[src/rtl/wdg_pkg.sv]
package wdg_pkg;
   localparam int unsigned CTRL_W   = 8;
   localparam int unsigned SWEN_BIT = 0;

   typedef logic [CTRL_W-1:0] ctrl_byte_t;

   // Builds the read image of the control register from the enable bit alone.
   function automatic ctrl_byte_t ctrl_image(input logic swen);
      ctrl_byte_t img;
      img           = '0;
      img[SWEN_BIT] = swen;
      return img;
   endfunction
endpackage

[src/rtl/wdg_sync.sv]
module wdg_sync #(
   parameter int unsigned STAGES = 2
) (
   input  logic clk,
   input  logic rst_n,
   input  logic d_i,
   output logic q_o
);
   if (STAGES < 2) begin : g_bad_stages
      $error("wdg_sync: STAGES must be at least 2");
   end

   logic [STAGES-1:0] chain_q;

   always_ff @(posedge clk or negedge rst_n) begin
      if (!rst_n) chain_q <= '0;
      else        chain_q <= {chain_q[STAGES-2:0], d_i};
   end

   assign q_o = chain_q[STAGES-1];
endmodule

[src/rtl/wdg_ctrl_reg.sv]
module wdg_ctrl_reg
   import wdg_pkg::*;
(
   input  logic       clk,
   input  logic       rst_n,
   input  logic       wr_i,
   input  ctrl_byte_t wdata_i,
   output ctrl_byte_t rdata_o,
   output logic       swen_o
);
   logic swen_q;

   always_ff @(posedge clk or negedge rst_n) begin
      if (!rst_n)    swen_q <= 1'b0;
      else if (wr_i) swen_q <= wdata_i[SWEN_BIT];
   end

   assign swen_o  = swen_q;
   assign rdata_o = ctrl_image(swen_q);
endmodule

[src/rtl/wdg_count.sv]
module wdg_count #(
   parameter int unsigned BASE_W = 10,
   parameter int unsigned SEL_W  = 3
) (
   input  logic             clk,
   input  logic             rst_n,
   input  logic             run_i,
   input  logic             restart_i,
   input  logic [SEL_W-1:0] sel_i,
   output logic             expire_o
);
   localparam int unsigned PS_W = (1 << SEL_W) - 1;

   if (BASE_W < 2) begin : g_bad_base
      $error("wdg_count: BASE_W must be at least 2");
   end
   if (SEL_W < 1 || SEL_W > 4) begin : g_bad_sel
      $error("wdg_count: SEL_W must lie in 1..4");
   end

   logic [BASE_W-1:0] base_q;
   logic [PS_W-1:0]   ps_q;
   logic [PS_W-1:0]   ps_last;
   logic              base_wrap;
   logic              ps_hit;

   // Terminal postscaler count is 2^sel - 1: a thermometer of sel ones.
   for (genvar i = 0; i < PS_W; i++) begin : g_term
      assign ps_last[i] = (i < int'(sel_i));
   end

   assign base_wrap = run_i && (&base_q);
   assign ps_hit    = (ps_q == ps_last);
   assign expire_o  = base_wrap && ps_hit;

   always_ff @(posedge clk or negedge rst_n) begin
      if (!rst_n) begin
         base_q <= '0;
         ps_q   <= '0;
      end else if (restart_i) begin
         base_q <= '0;
         ps_q   <= '0;
      end else if (run_i) begin
         base_q <= base_q + 1'b1;
         if (base_wrap) ps_q <= ps_hit ? '0 : ps_q + 1'b1;
      end
   end
endmodule

[src/rtl/wdg_watchdog.sv]
module wdg_watchdog
   import wdg_pkg::*;
#(
   parameter int unsigned BASE_W      = 10,
   parameter int unsigned SEL_W       = 3,
   parameter int unsigned SYNC_STAGES = 2
) (
   input  logic             wd_clk,
   input  logic             por_n,
   input  logic             hw_en_i,
   input  logic [SEL_W-1:0] ps_sel_i,
   input  logic             clr_strobe_i,
   input  logic             sleep_strobe_i,
   input  logic             sleep_i,
   input  logic             reg_wr_i,
   input  logic [7:0]       reg_wdata_i,
   output logic [7:0]       reg_rdata_o,
   output logic             reset_req_o,
   output logic             wake_req_o,
   output logic             to_n_o
);
   logic clr_lvl, slp_lvl, sleep_lvl;
   logic clr_lvl_d, slp_lvl_d;
   logic restart, run, expire, swen;
   logic reset_q, wake_q, to_n_q;

   wdg_sync #(.STAGES(SYNC_STAGES)) u_sync_clr (
      .clk(wd_clk), .rst_n(por_n), .d_i(clr_strobe_i), .q_o(clr_lvl));
   wdg_sync #(.STAGES(SYNC_STAGES)) u_sync_slp (
      .clk(wd_clk), .rst_n(por_n), .d_i(sleep_strobe_i), .q_o(slp_lvl));
   wdg_sync #(.STAGES(SYNC_STAGES)) u_sync_state (
      .clk(wd_clk), .rst_n(por_n), .d_i(sleep_i), .q_o(sleep_lvl));

   always_ff @(posedge wd_clk or negedge por_n) begin
      if (!por_n) begin
         clr_lvl_d <= 1'b0;
         slp_lvl_d <= 1'b0;
      end else begin
         clr_lvl_d <= clr_lvl;
         slp_lvl_d <= slp_lvl;
      end
   end

   assign restart = (clr_lvl & ~clr_lvl_d) | (slp_lvl & ~slp_lvl_d);

   wdg_ctrl_reg u_ctrl (
      .clk(wd_clk), .rst_n(por_n), .wr_i(reg_wr_i), .wdata_i(reg_wdata_i),
      .rdata_o(reg_rdata_o), .swen_o(swen));

   assign run = hw_en_i | swen;

   wdg_count #(.BASE_W(BASE_W), .SEL_W(SEL_W)) u_count (
      .clk(wd_clk), .rst_n(por_n), .run_i(run), .restart_i(restart),
      .sel_i(ps_sel_i), .expire_o(expire));

   // A restart in the same cycle as expiry wins: the count is zeroed, no request.
   always_ff @(posedge wd_clk or negedge por_n) begin
      if (!por_n) begin
         reset_q <= 1'b0;
         wake_q  <= 1'b0;
         to_n_q  <= 1'b1;
      end else begin
         reset_q <= expire & ~restart & ~sleep_lvl;
         wake_q  <= expire & ~restart &  sleep_lvl;
         if (restart)     to_n_q <= 1'b1;
         else if (expire) to_n_q <= 1'b0;
      end
   end

   assign reset_req_o = reset_q;
   assign wake_req_o  = wake_q;
   assign to_n_o      = to_n_q;
endmodule

[config.mk]
export PLATFORM = sky130hd
export DESIGN_NAME = wdg_watchdog
export DESIGN_NICKNAME = d
export VERILOG_FILES = /design/src/rtl/wdg_pkg.sv /design/src/rtl/wdg_sync.sv /design/src/rtl/wdg_ctrl_reg.sv /design/src/rtl/wdg_count.sv /design/src/rtl/wdg_watchdog.sv
export SDC_FILE = /design/constraint.sdc
export NUM_CORES = 1
export LEC_CHECK = 0
export CORE_ASPECT_RATIO = 1.75
export CORE_MARGIN = 5
export CORE_UTILIZATION = 51
export DETAILED_ROUTE_END_ITERATION = 10
export GPL_ROUTABILITY_DRIVEN = 0
export MAX_ROUTING_LAYER = met4
export PLACE_DENSITY = 0.88
export SLEW_MARGIN = 10
export SYNTH_ARGS = -nofsm -noshare
export SYNTH_HDL_FRONTEND = slang
export SYNTH_HIERARCHICAL = 1
export SYNTH_SLANG_ARGS = --single-unit
[constraint.sdc]
create_clock -name wd_clk -period 2.3 [get_ports wd_clk]
set_input_delay 0.69 -clock wd_clk [delete_from_list [all_inputs] [get_ports wd_clk]]
set_output_delay 0.69 -clock wd_clk [all_outputs]
set_load 0.02 [all_outputs]
==> run metrics, run 1 <==
status=completed; Crit Reg-Reg Endpoint=u_count/ps_q[6]$_DFFE_PN0P_; layout cell share with drive strength beyond 1=25.0%; mapped cell area=0.00151 mm^2; grt ovf=0; skew final=0.00359 ns; post-place setup slack=-0.462 ns; Core Area=0.00290 mm^2; CTS H-tree depth=2; Root Buffer=clkbuf_8; CTS sink count=29; largest net degree at the start of global routing=30; Syn Inst Count=142; Synth Flop Type=dfrtp_1; number of port buffers=14; Layout area overhead=24.8%; HP Class=reg -> reg; DRT Pass-1 Iters=4; I/O pins=29; Tcrit/Tclk final=94.3%; die area=0.00420 mm^2; register area share after synthesis=48.1%; WS Path Type=in -> reg; MaxCap Viol Count=0; Post-CTS Hold Buffers=0; r2r setup slk=0.29 ns; Cell variety after synth=46; DRT Wirelength=3.17 mm; RSZ-0062 raised after global routing=false; first-pass GRT wire length=5.44 mm; die height=82.0 um; Stages on worst setup path=6; min Tclk post-route=2.17 ns; slowest CP cell=or4_1; Reg clk slew, reported paths=0.06 ns; EDFF count, synth=0; CP Capture Point=u_count/ps_q[6]$_DFFE_PN0P_; clk_lat worst skew=0.28 ns; drc violations=0; Avg Inst Size Synth=10.6 um^2; # diodes=0; initial DRC count=24; worst slew margin relative to its limit=58.0%; hold path cells=0; Worst-Margin Slew=0.631 ns; Leak=0.000839 uW; fin area=0.00189 mm^2; count of pins over their slew limit=0; vias post-DR=1160; Buf/Inv on CP=2; placed cell area=0.00173 mm^2; cell family with most CP delay=simple AND/OR/NAND/NOR gates; DP Wirelength=2.31 mm; Max Fclk=461 MHz; ANT nets after route=0; reg2reg path depth=5; Avg WL per Cell=15.8 um; Worst Path Required=2.43 ns; power density cells=597 mW/mm^2; Inst Count DP=191; CP Data Arrival Time=2.30 ns; Worst Setup SP=ps_sel_i[1]; Setup crit end kind=flop; Seq cells post-synth=29; Die Width=51.2 um; Worst Hold Launch=u_sync_clr/chain_q[0]$_DFF_PN0_; async set-or-reset flop fraction in the synthesized netlist=100%; Clock Tree Buf Depth=2; setup ws final=0.130 ns; CTS tree=built; Vias/cell=5.80; peak supply drop=0.000640 V; vias in the first global route=1252; Finished Layout Cells=200; CTS Buf Count=5; initial core utilization=52.2%; Final Hold Viols=0; fill cell count=211; standard-cell rows=26; Global Route Usage Sum=18.2%; worst path cell trace=dlygate4sd2_1 > or4_1 > a32o_2 > buf_4 > nor4_2 > nor4_1; CP max FO=3; Worst R2R Start=u_count/ps_q[1]$_DFFE_PN0P_; final setup vio count=0; Final nets=191; initial antenna violation count=0; CP peak stage delay=0.46 ns; Ys Warns=6; Startpoint Class=input pin
cells in the mapped netlist, types with 4 or more instances:
cell	count	area share [%]
nand4_1	4	1.7
dfrtp_1	28	46
and3_1	4	1.7
o21ai_0	6	2.0
buf_4	9	4.5
xor2_1	5	2.9
nor4_1	4	1.7
nor2_1	11	2.7
nand2_1	13	3.2
a21oi_1	5	1.7
nand3b_1	4	2.0
or3_1	5	2.1
cell families after synthesis:
group | after synthesis | synth area share [%]
buffers and inverters | 15 | 6.54
AND/OR/NAND/NOR | 63 | 26.2
flip-flops | 29 | 48.1
multiplexers | 4 | 3.06
AO/OA/AOI/OAI | 21 | 10.2
XOR/XNOR | 7 | 4.06
other | 1 | 0.248
adder cells (fa/ha/maj) | 2 | 1.66
worst min path at each step:
stage                                                 end  slack (ns)
after floorplan           u_sync_clr/chain_q[1]$_DFF_PN0_        0.33
after detailed placement  u_sync_clr/chain_q[1]$_DFF_PN0_        0.34
final                     u_sync_clr/chain_q[1]$_DFF_PN0_        0.35
after global routing      u_sync_slp/chain_q[1]$_DFF_PN0_        0.37
after CTS                 u_sync_clr/chain_q[1]$_DFF_PN0_        0.35
after global placement    u_sync_clr/chain_q[1]$_DFF_PN0_        0.33
placed cells by master, fill, tap and decap left out, types with 2 or more instances in the layout:
cell type / netlist / final
nand3_1: 3 / 3
nor3_1: 2 / 2
nor4_2: 2 / 2
nor4_1: 4 / 3
o21ai_0: 6 / 5
xor2_1: 5 / 5
conb_1: 1 / 7
clkbuf_8: 0 / 7
and3_1: 4 / 4
clkdlybuf4s50_1: 0 / 10
xnor2_1: 2 / 2
dlymetal6s2s_1: 0 / 3
nand4_1: 4 / 4
nor2_1: 11 / 10
nor3_4: 2 / 2
nand2_1: 13 / 13
inv_1: 3 / 3
buf_4: 9 / 12
or3_1: 5 / 4
ha_1: 2 / 2
a21oi_1: 5 / 5
dfrtp_1: 28 / 28
mux2i_1: 2 / 2
buf_6: 1 / 2
nand3b_1: 4 / 4
registers in the layout, summed over array words and instances, names as in the netlist:
signal	count
reset_req_o	1
to_n_o	1
u_count/base_q	10
u_sync_clr/chain_q	2
u_count/ps_q	7
u_sync_slp/chain_q	2
slp_lvl_d	1
u_ctrl/swen_o	1
wake_req_o	1
clr_lvl_d	1
u_sync_state/chain_q	2
routing by layer:
layer / vias to the layer above / GRT usage, % / share of wire (%)
met5: - / - / 0
met4: 0 / 10.8 / 2.3
met3: 8 / 4.72 / 4.5
met2: 27 / 31.9 / 58
met1: 576 / 17.7 / 35
li1: 549 / - / -
area by class of cell:
| class | instances | area, um^2 | area share [%] |
|---|---|---|---|
| clock buffer | 7 | 96.3 | 5.11 |
| sequential | 29 | 727 | 38.6 |
| timing repair buffer | 28 | 259 | 13.7 |
| clock inverter | 1 | 5.00 | 0.265 |
| multi-input combinational | 104 | 752 | 39.9 |
| inverter | 3 | 11.3 | 0.597 |
| tap | 28 | 35.0 | 1.86 |
stage by stage:
stage / TNS, ns / util, % / power (uW) / hold slack [ns]
after global placement: -2.76 / 59.6 / 666 / 0.333
after floorplan: 0 / - / 631 / 0.331
after detailed placement: -3.43 / 59.6 / 676 / 0.338
after global routing: 0 / 65.1 / 1180 / 0.368
final: 0 / 65.1 / 1120 / 0.348
after CTS: -0.00367 / 63.6 / 1140 / 0.351
what timing repair did:
action                     in CTS  in global routing
buffers inserted                0                  1
setup endpoints to repair       9                  5
gates resized for setup         4                 10
pin swaps                       3                  7
hold endpoints to repair        0                  0
report_power, final:
group          switching, uW  internal, uW
clock network            181           270
logic                   69.0          57.9
registers               16.5           531
total                    267           858
Power figures use the tool's default switching activity.
==> run 2, diff against run 1 <==
CTS_CLUSTER_SIZE = 25   (was unset)
==> results of run 2 <==
Final layout, timing and power as in run 1 (identical DEF).
==> run 3, diff against run 2 <==
CAP_MARGIN = 5   (was unset)
==> results of run 3 <==
Final layout, timing and power as in run 1 (identical DEF).
